===== src/rtl/ovlseq_pkg.sv =====
package ovlseq_pkg;
  typedef enum logic [2:0] {
    ST_QUIET, ST_FRAME, ST_EOF, ST_INTER, ST_FLAG, ST_HOLD, ST_DELIM
  } seq_st_t;

  function automatic int imax(input int a, input int b);
    return (a > b) ? a : b;
  endfunction
endpackage


===== src/rtl/ovl_bitcnt.sv =====
module ovl_bitcnt #(
  parameter int W = 4
) (
  input  logic         clk,
  input  logic         rst,
  input  logic         stb,
  input  logic         load,
  input  logic [W-1:0] load_val,
  output logic [W-1:0] cnt
);
  always_ff @(posedge clk) begin
    if (rst)           cnt <= '0;
    else if (stb) begin
      if (load)        cnt <= load_val;
      else             cnt <= cnt + 1'b1;
    end
  end
endmodule


===== src/rtl/ovl_req_gate.sv =====
module ovl_req_gate #(
  parameter int MAX_REQ = 2
) (
  input  logic clk,
  input  logic rst,
  input  logic stb,
  input  logic take,
  input  logic clr,
  output logic allow
);
  localparam int RW = $clog2(MAX_REQ + 1);
  logic [RW-1:0] used;

  always_ff @(posedge clk) begin
    if (rst)                    used <= '0;
    else if (stb) begin
      if (clr)                  used <= '0;
      else if (take && allow)   used <= used + 1'b1;
    end
  end

  assign allow = (used < RW'(MAX_REQ));

  AST_REQ_BOUND: assert property (@(posedge clk) disable iff (rst)
    stb && take && !clr |-> allow);
endmodule


===== src/rtl/can_ovl_seq.sv =====
module can_ovl_seq
  import ovlseq_pkg::*;
#(
  parameter int FLAG_BITS  = 6,
  parameter int DELIM_BITS = 8,
  parameter int EOF_BITS   = 7,
  parameter int INTER_BITS = 3,
  parameter int MAX_REQ    = 2
) (
  input  logic clk,
  input  logic rst,
  input  logic bit_stb,
  input  logic rx_lvl,
  input  logic eof_begin,
  input  logic errdl_begin,
  input  logic rx_wait,
  output logic tx_lvl,
  output logic ovl_busy,
  output logic bus_quiet,
  output logic sof_seen
);
  localparam int MAXB = imax(imax(FLAG_BITS, DELIM_BITS), imax(EOF_BITS, INTER_BITS));
  localparam int CW   = $clog2(MAXB + 1);
  localparam logic [CW-1:0] EOF_LAST   = CW'(EOF_BITS - 1);
  localparam logic [CW-1:0] INTER_LAST = CW'(INTER_BITS - 1);
  localparam logic [CW-1:0] FLAG_LAST  = CW'(FLAG_BITS - 1);
  localparam logic [CW-1:0] DELIM_LAST = CW'(DELIM_BITS - 1);

  seq_st_t       st, nxt;
  logic [CW-1:0] cnt, load_val;
  logic          cnt_load, ovl_q, nxt_ovl;
  logic          take, clr_req, allow, sof_n;
  logic          go_inter, go_ovl;

  ovl_bitcnt #(.W(CW)) u_cnt (
    .clk(clk), .rst(rst), .stb(bit_stb),
    .load(cnt_load), .load_val(load_val), .cnt(cnt)
  );

  ovl_req_gate #(.MAX_REQ(MAX_REQ)) u_req (
    .clk(clk), .rst(rst), .stb(bit_stb),
    .take(take), .clr(clr_req), .allow(allow)
  );

  always_comb begin
    nxt      = st;
    cnt_load = 1'b0;
    load_val = '0;
    nxt_ovl  = ovl_q;
    take     = 1'b0;
    clr_req  = 1'b0;
    sof_n    = 1'b0;
    go_inter = 1'b0;
    go_ovl   = 1'b0;
    if (eof_begin) begin
      nxt = ST_EOF; cnt_load = 1'b1;
    end else if (errdl_begin) begin
      nxt = ST_DELIM; cnt_load = 1'b1; nxt_ovl = 1'b0;
    end else begin
      unique case (st)
        ST_QUIET: if (!rx_lvl) begin
          sof_n = 1'b1; nxt = ST_FRAME; clr_req = 1'b1;
        end
        ST_FRAME: ;
        ST_EOF: if (cnt == EOF_LAST) begin
          if (!rx_lvl) go_ovl = 1'b1;
          else         go_inter = 1'b1;
        end
        ST_INTER: begin
          if (!rx_lvl) begin
            if (cnt < INTER_LAST) go_ovl = 1'b1;
            else begin
              sof_n = 1'b1; nxt = ST_FRAME; clr_req = 1'b1;
            end
          end else if (cnt == INTER_LAST) begin
            nxt = ST_QUIET; clr_req = 1'b1;
          end
        end
        ST_FLAG: if (cnt == FLAG_LAST) nxt = ST_HOLD;
        ST_HOLD: if (rx_lvl) begin
          nxt = ST_DELIM; cnt_load = 1'b1; load_val = CW'(1);
        end
        ST_DELIM: if (cnt == DELIM_LAST) begin
          if (!rx_lvl) go_ovl = 1'b1;
          else         go_inter = 1'b1;
        end
        default: nxt = ST_QUIET;
      endcase
      if (go_inter) begin
        if (rx_wait && allow) begin
          take = 1'b1; go_ovl = 1'b1;
        end else begin
          nxt = ST_INTER; cnt_load = 1'b1;
        end
      end
      if (go_ovl) begin
        nxt = ST_FLAG; cnt_load = 1'b1; load_val = '0; nxt_ovl = 1'b1;
      end
    end
  end

  always_ff @(posedge clk) begin
    if (rst) begin
      st        <= ST_QUIET;
      ovl_q     <= 1'b0;
      tx_lvl    <= 1'b1;
      ovl_busy  <= 1'b0;
      bus_quiet <= 1'b1;
      sof_seen  <= 1'b0;
    end else if (bit_stb) begin
      st        <= nxt;
      ovl_q     <= nxt_ovl;
      tx_lvl    <= (nxt != ST_FLAG);
      ovl_busy  <= (nxt == ST_FLAG) || (nxt == ST_HOLD) || (nxt == ST_DELIM && nxt_ovl);
      bus_quiet <= (nxt == ST_QUIET);
      sof_seen  <= sof_n;
    end
  end

  // checker state: length of the current dominant run this node drives
  logic [CW:0] dom_run;
  always_ff @(posedge clk) begin
    if (rst)                  dom_run <= '0;
    else if (bit_stb) begin
      if (tx_lvl)             dom_run <= '0;
      else if (dom_run <= (CW+1)'(FLAG_BITS)) dom_run <= dom_run + 1'b1;
    end
  end

  AST_RESET_OUT: assert property (@(posedge clk)
    $past(rst) && !rst |-> tx_lvl && bus_quiet && !ovl_busy && !sof_seen);
  AST_FLAG_MAX_LEN: assert property (@(posedge clk) disable iff (rst)
    dom_run <= (CW+1)'(FLAG_BITS));
  AST_DOM_IN_OVL: assert property (@(posedge clk) disable iff (rst)
    !tx_lvl |-> ovl_busy);
  AST_SOF_NOT_OVL: assert property (@(posedge clk) disable iff (rst)
    sof_seen |-> !ovl_busy && !bus_quiet);
  AST_SOF_ONE_BIT: assert property (@(posedge clk) disable iff (rst)
    sof_seen && bit_stb |=> !sof_seen);
  AST_HOLD_BETWEEN: assert property (@(posedge clk) disable iff (rst)
    !bit_stb |=> $stable({tx_lvl, ovl_busy, bus_quiet, sof_seen}));
  AST_QUIET_EXCL: assert property (@(posedge clk) disable iff (rst)
    !(bus_quiet && ovl_busy));
endmodule


===== config.mk =====
export PLATFORM = sky130hd
export DESIGN_NAME = can_ovl_seq
export DESIGN_NICKNAME = d
export VERILOG_FILES = /design/src/rtl/ovlseq_pkg.sv /design/src/rtl/ovl_bitcnt.sv /design/src/rtl/ovl_req_gate.sv /design/src/rtl/can_ovl_seq.sv
export SDC_FILE = /design/constraint.sdc
export NUM_CORES = 1
export LEC_CHECK = 0
export ABC_CLOCK_PERIOD_IN_PS = 1850
export BUFFER_PORTS_ARGS = -buffer_cell sky130_fd_sc_hd__buf_4
export CAP_MARGIN = 20
export CORE_MARGIN = 8
export CORE_UTILIZATION = 51
export CTS_CLUSTER_DIAMETER = 60
export DETAILED_ROUTE_END_ITERATION = 7
export PLACE_DENSITY = 0.78
export SLEW_MARGIN = 20
export SYNTH_ARGS = -nofsm -noshare
export SYNTH_HDL_FRONTEND = slang
export SYNTH_SLANG_ARGS = --single-unit

===== constraint.sdc =====
create_clock -name clk -period 1.85 [get_ports clk]
set_input_delay 0.37 -clock clk [delete_from_list [all_inputs] [get_ports clk]]
set_output_delay 0.37 -clock clk [all_outputs]
set_load 0.005 [all_outputs]

==> results of run 1 <==
## final timing paths
path                              startpoint             to  slack, ns
worst max-delay path            u_cnt.cnt[0]  u_req.used[0]       0.14
worst min-delay path             errdl_begin          ovl_q       0.29
worst max register to register  u_cnt.cnt[0]  u_req.used[0]       0.14
worst min register to register      sof_seen       sof_seen       0.47
## final cells by class
class / instances / area [um2]
Multi-Input combinational cell: 92 / 618
Clock buffer: 4 / 36.3
Timing Repair Buffer: 15 / 113
Tap cell: 25 / 31.3
Fill cell: 163 / 649
Inverter: 9 / 33.8
Sequential cell: 14 / 283
## worst max-delay path, delay by kind of cell, from the launching register on
family                     cells  cell delay [ns]
buffers and inverters          1             0.07
adders and majority gates      1             0.16
and+or+nand+nor                1             0.36
AOI/OAI and AO/OA              4             0.69
DFF                            1             0.32
## stage by stage
stage,cells,area [um2],worst slack (ns)
after global routing,159,1110,0.00810
after floorplan,124,967,0.0738
final,159,1110,0.136
after global placement,155,1060,0.102
after CTS,159,1100,0.00103
after detailed placement,155,1060,0.0184
## cells in the final DEF, fill, tap and decap left out, types with 2 or more instances in the layout
cell / n
nor4_1: 2
clkbuf_4: 3
nand4_1: 2
o21ai_0: 3
nor2_1: 10
dfxtp_2: 2
a211oi_1: 3
o211ai_1: 3
nor3_1: 3
nand2_1: 9
a21o_1: 2
buf_4: 15
o32a_1: 2
ha_1: 3
dfxtp_1: 12
o21ai_1: 2
inv_1: 9
or3_1: 2
a21oi_1: 9
nand3_1: 8
and2_1: 2
o2111ai_1: 2
nor2b_1: 2
## synthesized netlist by cell type (2+ instances only)
master and count:
or3_1 2, a21o_1 2, nor2b_1 2, inv_1 9, nor2_1 10, nand4_1 2, o21ai_0 3, o32a_1 2
nor3b_1 2, nor4_1 2, a211oi_1 3, buf_2 2, nand3_1 8, o2111ai_1 2, buf_6 2, ha_1 3
and2_1 2, clkbuf_1 4, o21ai_1 2, nor3_1 3, o211ai_1 3, nand2_1 9, a21oi_1 9, and3_1 2
dfxtp_1 14
## flip-flops by register name, summed over array words and instances (netlist names)
signal      flops
st              3
bus_quiet       1
u_req.used      2
sof_seen        1
u_cnt.cnt       4
ovl_q           1
ovl_busy        1
tx_lvl          1
## cell families (layout without fill, tap and decap cells)
kind of cell | count (synthesis) | after routing | share of synthesized area
XOR/XNOR | 1 | 1 | 0.00906
buffers and inverters | 18 | 28 | 0.0880
AO/OA/AOI/OAI | 37 | 37 | 0.282
adder cells (fa/ha/maj) | 3 | 3 | 0.0388
AND/OR/NAND/NOR | 51 | 51 | 0.292
flip-flops | 14 | 14 | 0.290
## where the power goes
| group | switching [mW] | internal [mW] | leakage [nW] | total (mW) |
|---|---|---|---|---|
| clock network | 0.105 | 0.120 | 0.0210 | 0.225 |
| logic | 0.0620 | 0.0463 | 0.283 | 0.108 |
| registers | 0.0101 | 0.309 | 0.115 | 0.319 |
## per-layer routing
metal  wire length [um]  up-vias  global-route usage
met1               1010      451               0.168
li1                   -      489                   -
met5                  0        -                   0
met2               1150       53               0.236
met4                 73        0              0.0884
met3                189       11              0.0239
==> summary.md, run 1 <==
| Metric | Value |
|---|---|
| Clock Skew | 0.000528 ns |
| Number of port buffers | 10 |
| Ports | 11 |
| First DRT Iteration DRCs | 57 |
| EDFF count, synth | 0 |
| Vias in the first global route | 942 |
| Post-Route WL | 2.42 mm |
| Period utilisation layout | 0.926 |
| Fin util | 0.632 |
| Asr flop ratio synth | 0 |
| CTS Hold Bufs | 0 |
| DRT Pass-1 Iters | 4 |
| Crit start category | flop |
| CTS root buffer | clkbuf_4 |
| Core area | 1760 um2 |
| Residual DRC | 0 |
| Vias per cell | 6.31 |
| PwrDens | between 500 and 600 nW/um2 |
| Postcts setup bufs | 0 |
| CTS Buf Count | 3 |
| Synth top area share | 0.290 |
| Routability Congestion | 0.893 |
| Top cells by area, synth | dfxtp_1 29%, a21oi_1 4.7%, nand3_1 4.1% |
| Slowest-stage cell, CP | or3b_1 |
| Core Rows | 15 |
| Via Count | 1004 |
| Largest net degree at the start of global routing | 19 |
| Status | finished, final reports clean |
| H-tree Lvls | 1 |
| Hold Crit Depth | 2 |
| Req. time, crit path | 2.03 ns |
| CP cell instances | inv_1 -> ha_1 -> or3b_1 -> a2111oi_2 -> o21ai_1 -> a21oi_1 -> a211oi_1 |
| Fmax | 583 MHz |
| Most used DFF post-synth | dfxtp_1 |
| Post-cts gate resize count | 0 |
| Mapped Cells | 124 |
| CTS Buffer Depth | 2 |
| Overall die width | 59.5 um |
| GRT Overall Usage | 0.144 |
| Cell Area, Synth | around 970 um2 |
| Total power | roughly 0.65 mW |
| Post-synthesis cell type count | between 40 and 50 |
| Die height | about 60 um |
| Worst Path Arrival | 1.89 ns |
| Final min period | between 1.5 and 2 ns |
| DRT antenna net count | 0 |
| Max-Slew Margin vs Limit | 0.753 |
| Worst Path Max Fanout | 2 |
| Mean Syn Cell Area | 7.80 um2 |
| Initial antenna violation count | 0 |
| Max Cap Viol | 0 |
| Diode count | 0 |
| Net count, final | around 150 |
| Clock insertion delay at the later pin of the skew report | 0.29 ns |
| Worst hold-check path type | input port to flop |
| Min Hold Slack | approximately 0.3 ns |
| Clock-pin slew on the worst setup and hold paths | 0.09 ns |
| Hpwl dp | about 1.7 mm |
| WL/cell | approximately 15 um |
| Post-synthesis sequential area ratio | 0.290 |
| VDD IR-drop max | approximately 0.5 mV |
| Share of cells above drive strength 1 | 0.201 |
| Worst-Margin Slew | 0.371 ns |
| LEAKAGE | 0.419 nW |
| Yosys top cell by area | dfxtp_1 |
| Synthesis Warnings | 0 |
| RSZ-0062 raised after global routing | false |
| Final slew viol count | 0 |
| Area Growth Syn to Fin | 15.3% |
| Endpoints failing hold | 0 |
| Setup_tns | 0 ns |
| Crit. End Element | flop |
| Worst Path Class, Setup | flop to flop |
| Die Area | roughly 3500 um2 |
| Critical path's largest stage delay | 0.36 ns |
| R2R depth | 7 |
| Final setup viols | 0 |
| Clk sink count | 14 |
| Global-route wire length before repair | 4.00 mm |
| Global route overflow | 0 |
| CTS tree | done |
| Syn_nets | 134 |
| Number of synthesized register bits | 14 |
| Initial Utilization | 0.548 |
(Power assumes the default switching activity.)
==> run 2, diff against run 1 <==
--- a/config.mk
+++ b/config.mk
@@ -12,7 +12,9 @@
 export CORE_UTILIZATION = 51
 export CTS_CLUSTER_DIAMETER = 60
 export DETAILED_ROUTE_END_ITERATION = 7
+export GPL_ROUTABILITY_DRIVEN = 0
 export PLACE_DENSITY = 0.78
+export RECOVER_POWER = 100
 export SLEW_MARGIN = 20
 export SYNTH_ARGS = -nofsm -noshare
 export SYNTH_HDL_FRONTEND = slang
==> summary.md, run 2 (same netlist as run 1, synthesis figures left out) <==
| Metric | Value |
|---|---|
| Status | finished, final reports clean (unchanged) |
| Final worst slack | 0.112 ns (was 0.136 ns) |
| Worst Path Class, Setup | flop to flop (unchanged) |
| GRT Overall Usage | 0.138 (was 0.144) |
| Net count, final | 144 (was 145) |
| Vias per cell | 6.10 (was 6.31) |
| Req. time, crit path | 2.03 ns (about the same) |
| Fmax | 576 MHz (was 583 MHz) |
| Initial antenna violation count | 0 (unchanged) |
| Clk sink count | 14 (unchanged) |
| Die Area | 3550 um2 (unchanged) |
| Diode count | 0 (unchanged) |
| CTS Buf Count | 3 (unchanged) |
| WL/cell | 14.0 um (was 15.2 um) |
| Die height | 59.5 um (unchanged) |
| Final min period | 1.74 ns (was 1.71 ns) |
| Filler instances | 181 (was 163) |
| Core Rows | 15 (unchanged) |
| Max reg flops | 4 (unchanged) |
| Vias in the first global route | 927 (was 942) |
| Worst Path Max Fanout | 9 (was 2) |
| Area Growth Syn to Fin | 13.3% (was 15.3%) |
| Most common cell after layout, fill and taps aside | dfxtp_1 (was buf_4) |
| DRT antenna net count | 0 (unchanged) |
| Max Cap Viol | 0 (unchanged) |
| Part of the power in registers | 0.492 (was 0.489) |
| Initial Utilization | 0.548 (unchanged) |
| Total power | 0.649 mW (was 0.653 mW) |
| Final setup viols | 0 (unchanged) |
| CTS Hold Bufs | 0 (unchanged) |
| Logic gate share of total power | 0.158 (was 0.166) |
| RSZ-0062 raised after global routing | false (unchanged) |
| Hpwl dp | 1.74 mm (about the same) |
| Largest net degree at the start of global routing | 19 (unchanged) |
| Residual DRC | 0 (unchanged) |
| Placed cells | 154 (was 155) |
| Clock-pin slew on the worst setup and hold paths | 0.09 ns (about the same) |
| Overall die width | 59.5 um (unchanged) |
| Net Sw Frac | 0.270 (was 0.272) |
| Number of port buffers | 10 (unchanged) |
| Worst hold-check path type | input port to flop (unchanged) |
| Share of cells above drive strength 1 | 0.180 (was 0.201) |
| PwrDens | 592 nW/um2 (was 586 nW/um2) |
| CTS tree | done (unchanged) |
| Clock Skew | 0.00353 ns (was 0.000528 ns) |
| CTS root buffer | clkbuf_4 (unchanged) |
| Post-Route WL | 2.22 mm (was 2.42 mm) |
| Ports | 11 (unchanged) |
| Clock insertion delay at the later pin of the skew report | 0.28 ns (was 0.29 ns) |
| Via Count | 964 (was 1004) |
| DP Worst Slack | 0.00449 ns (was 0.0184 ns) |
| Crit start category | flop (unchanged) |
| Final slew viol count | 0 (unchanged) |
| Finished Layout Cells | 158 (was 159) |
| P_sw | 0.175 mW (was 0.177 mW) |
| Largest registers | u_cnt.cnt: 4 flops, st: 3 flops, u_req.used: 2 flops (unchanged) |
| LEAKAGE | 0.411 nW (was 0.419 nW) |
| Clk pwr share | 0.350 (was 0.345) |
| Global route overflow | 0 (unchanged) |
| Endpoints failing hold | 0 (unchanged) |
| Most frequent cells in the layout | 12 x dfxtp_1, 10 x nor2_1, 10 x buf_4 (was 15 x buf_4, 12 x dfxtp_1, 10 x nor2_1) |
| Period utilisation layout | 0.939 (was 0.926) |
| Worst-Margin Slew | 0.366 ns (was 0.371 ns) |
| Crit. End Element | flop (unchanged) |
| H-tree Lvls | 1 (unchanged) |
| DRT Pass-1 Iters | 4 (unchanged) |
| Top reg by flops | u_cnt.cnt (unchanged) |
| Core area | 1760 um2 (unchanged) |
| First DRT Iteration DRCs | 21 (was 57) |
| VDD IR-drop max | 0.426 mV (was 0.489 mV) |
| Worst Path Arrival | 1.92 ns (was 1.89 ns) |
| Max-Slew Margin vs Limit | 0.756 (was 0.753) |
| Internal power | 0.473 mW (was 0.476 mW) |
| Setup_tns | 0 ns (unchanged) |
| Global-route wire length before repair | 3.96 mm (was 4.00 mm) |
| CTS Buffer Depth | 2 (unchanged) |
| Min Hold Slack | 0.298 ns (was 0.294 ns) |
[run 2: cell count changes in the layout (fill, tap and decap cells not counted), sizes merged]
cell and delta:
buf -5, clkbuf +4
[run 2: layer usage]
| layer | part of all wire | vias to the layer above | global-route usage |
|---|---|---|---|
| li1 | - | 485 | - |
| met1 | 0.48 | 455 | 0.169 |
| met2 | 0.47 | 21 | 0.239 |
| met3 | 0.035 | 3 | 0.0239 |
| met4 | 0.010 | 0 | 0.0374 |
| met5 | 0 | - | 0 |
[run 2: cell type report]
cell class                 count  area [um2]  area share
sequential                    14         283       0.258
timing repair buffer          14         105      0.0959
multi-input combinational     92         607       0.554
clock buffer                   4        36.3      0.0331
tap                           25        31.3      0.0285
inverter                       9        33.8      0.0308
[run 2: worst max-delay path, stage by stage (launching register included)]
cell	delay [ns]
dfxtp_1	0.51
and4bb_1	0.32
o2111ai_1	0.17
a21oi_1	0.17
a21o_1	0.18
o311a_1	0.28
[run 2: path summary, 6_finish.rpt]
kind | startpoint | to | slack, ns | cells after the start
worst min-delay path | errdl_begin | ovl_q | 0.30 | 2
worst max-delay path | u_cnt.cnt[3] | bus_quiet | 0.11 | 5
worst max register to register | u_cnt.cnt[3] | bus_quiet | 0.11 | 5
worst min register to register | sof_seen | sof_seen | 0.47 | 2
[run 2: repair_timing]
item / 4_1_cts / 5_1_grt
resized for setup: 1 / 5
hold endpoints to repair: 0 / 0
pin swaps: 0 / 1
setup endpoints to repair: 1 / 4
setup buffers: 0 / 0
[run 2: through the flow]
| stage | area, um2 | utilization |
|---|---|---|
| 2_1_floorplan | 967 | - |
| 3_3_place_gp | 1050 | 0.596 |
| 3_5_place_dp | 1050 | 0.596 |
| 4_1_cts | 1090 | 0.618 |
| 5_1_grt | 1100 | 0.621 |
| 6_report | 1100 | 0.621 |
[run 2: power by group through the flow]
stage | clock, mW | sequential, mW | combinational (mW)
after floorplan | 0 | 0.323 | 0.0699
after global placement | 0 | 0.326 | 0.0994
after detailed placement | 0 | 0.326 | 0.102
after CTS | 0.235 | 0.319 | 0.102
after global routing | 0.240 | 0.321 | 0.116
final | 0.227 | 0.319 | 0.102
==> run 3, diff against run 2 <==
--- a/config.mk
+++ b/config.mk
@@ -8,6 +8,7 @@
 export ABC_CLOCK_PERIOD_IN_PS = 1850
 export BUFFER_PORTS_ARGS = -buffer_cell sky130_fd_sc_hd__buf_4
 export CAP_MARGIN = 20
+export CORE_ASPECT_RATIO = 0.75
 export CORE_MARGIN = 8
 export CORE_UTILIZATION = 51
 export CTS_CLUSTER_DIAMETER = 60
==> summary.md, run 3 (same netlist as run 1, synthesis figures left out) <==
| Metric | Value |
|---|---|
| Clock Skew | 0.000728 ns (was 0.00353 ns) |
| Ports | 11 (unchanged) |
| Worst path top cell family by delay | compound AO/OA/AOI/OAI gates (unchanged) |
| Endpoints failing hold | 0 (unchanged) |
| DRT antenna net count | 0 (unchanged) |
| Worst Path Arrival | 1.96 ns (was 1.92 ns) |
| Die Area | 3560 um2 (was 3550 um2) |
| Share of cells above drive strength 1 | 0.173 (was 0.180) |
| Period utilisation layout | 0.961 (was 0.939) |
| CTS tree | done (unchanged) |
| Area Growth Syn to Fin | 12.3% (was 13.3%) |
| Worst hold-check path type | input port to flop (unchanged) |
| Max Cap Viol | 0 (unchanged) |
| Global-route wire length before repair | 4.11 mm (was 3.96 mm) |
| Most frequent cells in the layout | 11 x dfxtp_1, 10 x nor2_1, 10 x buf_4 (was 12 x dfxtp_1, 10 x nor2_1, 10 x buf_4) |
| Initial antenna violation count | 0 (unchanged) |
| Clock insertion delay at the later pin of the skew report | 0.29 ns (was 0.28 ns) |
| CTS Hold Bufs | 0 (unchanged) |
| Min Hold Slack | 0.303 ns (was 0.298 ns) |
| Crit. End Element | flop (unchanged) |
| Diode count | 0 (unchanged) |
| Postcts setup bufs | 0 (unchanged) |
| WL/cell | 15.5 um (was 14.0 um) |
| Vias per cell | 6.37 (was 6.10) |
| Max reg flops | 4 (unchanged) |
| Final setup viols | 0 (unchanged) |
| DRT Pass-1 Iters | 4 (unchanged) |
| Net count, final | 144 (unchanged) |
| Global route overflow | 0 (unchanged) |
| Worst Path Max Fanout | 5 (was 9) |
| CTS Buffer Depth | 2 (unchanged) |
| Critical path's largest stage delay | 0.39 ns (was 0.51 ns) |
| PwrDens | 604 nW/um2 (was 592 nW/um2) |
| Most common cell after layout, fill and taps aside | dfxtp_1 (unchanged) |
| GRT Overall Usage | 0.147 (was 0.138) |
| Largest registers | u_cnt.cnt: 4 flops, st: 3 flops, u_req.used: 2 flops (unchanged) |
| Initial Utilization | 0.551 (was 0.548) |
| Die height | 53.7 um (was 59.5 um) |
| Slowest-stage cell, CP | a2111oi_1 (was dfxtp_1) |
| CP cell instances | ha_1 -> or3b_1 -> a2111oi_1 -> o21ai_1 -> a21oi_1 -> a211oi_1 (was and4bb_1 -> o2111ai_1 -> a21oi_1 -> a21o_1 -> o311a_1) |
| H-tree Lvls | 1 (unchanged) |
| Fmax | 562 MHz (was 576 MHz) |
| Req. time, crit path | 2.04 ns (was 2.03 ns) |
| Placed inst area | 1050 um2 (about the same) |
| Clk sink count | 14 (unchanged) |
| Final instance area | 1090 um2 (was 1100 um2) |
| Final min period | 1.78 ns (was 1.74 ns) |
| RSZ-0062 raised after global routing | true (was false) |
| Top reg by flops | u_cnt.cnt (unchanged) |
| Max-Slew Margin vs Limit | 0.727 (was 0.756) |
| Worst-Margin Slew | 0.408 ns (was 0.366 ns) |
| Via Count | 987 (was 964) |
| Status | finished, final reports clean (unchanged) |
| First DRT Iteration DRCs | 28 (was 21) |
| Core Rows | 13 (was 15) |
| LEAKAGE | 0.404 nW (was 0.411 nW) |
| Clock-pin slew on the worst setup and hold paths | 0.09 ns (about the same) |
| Final slew viol count | 0 (unchanged) |
| Largest net degree at the start of global routing | 19 (unchanged) |
| Vias in the first global route | 926 (was 927) |
| VDD IR-drop max | 0.459 mV (was 0.426 mV) |
| Post-Route WL | 2.41 mm (was 2.22 mm) |
| Finished Layout Cells | 155 (was 158) |
| Overall die width | 66.3 um (was 59.5 um) |
| Number of port buffers | 10 (unchanged) |
| Worst Path Buf+Inv | 0 (unchanged) |
| Hpwl dp | 1.82 mm (was 1.74 mm) |
| Core area | 1760 um2 (about the same) |
| Worst Path Class, Setup | flop to flop (unchanged) |
| CTS Buf Count | 3 (unchanged) |
| Crit start category | flop (unchanged) |
| CTS root buffer | clkbuf_4 (unchanged) |
| Placed cells | 151 (was 154) |
| Residual DRC | 0 (unchanged) |
==> run 3: cell counts in the layout (fill, tap and decap cells not counted) <==
No cell type changed its count.
==> run 3: what timing repair did <==
item / CTS / global route
gates resized for setup: 1 / 3
endpoints found under the setup margin: 1 / 5
cloned: 0 / 0
==> run 3: layout make-up <==
| cell class | instances | area [um2] |
|---|---|---|
| fill | 158 | 671 |
| timing repair buffer | 14 | 101 |
| multi-input combinational | 92 | 603 |
| sequential | 14 | 284 |
| inverter | 9 | 33.8 |
| tap | 22 | 27.5 |
| clock buffer | 4 | 36.3 |
==> run 3: routing by layer <==
metal,share of wire,track usage
met1,0.45,0.173
met2,0.45,0.234
met3,0.094,0.0704
met4,0.0042,0.0459
met5,0,0
==> run 3: final timing paths <==
| kind | slack, ns | cells after the start | endpoint | from |
|---|---|---|---|---|
| min | 0.30 | 2 | ovl_q | errdl_begin |
| min reg2reg | 0.48 | 1 | u_req.used[0] | u_req.used[0] |
| max | 0.07 | 6 | u_req.used[0] | u_cnt.cnt[1] |
| max reg2reg | 0.07 | 6 | u_req.used[0] | u_cnt.cnt[1] |
==> run 3: worst register-to-register path, cell delays in order, from the launching register on <==
cell and delay (ns):
dfxtp_2 0.38, ha_1 0.19, or3b_1 0.35, a2111oi_1 0.39, o21ai_1 0.14, a21oi_1 0.14, a211oi_1 0.08
==> run 3: report_power, final <==
group          leakage, nW  switching (mW)  internal, mW
logic                0.267          0.0601        0.0437
registers            0.115          0.0106         0.309
clock network       0.0210           0.112         0.120
total                0.404           0.183         0.473
==> run 3: per-stage QoR <==
| stage | total power, mW | setup slack (ns) | util | setup TNS, ns |
|---|---|---|---|---|
| floorplan | 0.393 | 0.0738 | - | 0 |
| global placement | 0.426 | 0.0994 | 0.597 | 0 |
| detailed placement | 0.429 | 0.0120 | 0.597 | 0 |
| CTS | 0.659 | 0.0540 | 0.618 | 0 |
| global route | 0.688 | -0.0293 | 0.618 | -0.0293 |
| finish | 0.656 | 0.0719 | 0.618 | 0 |
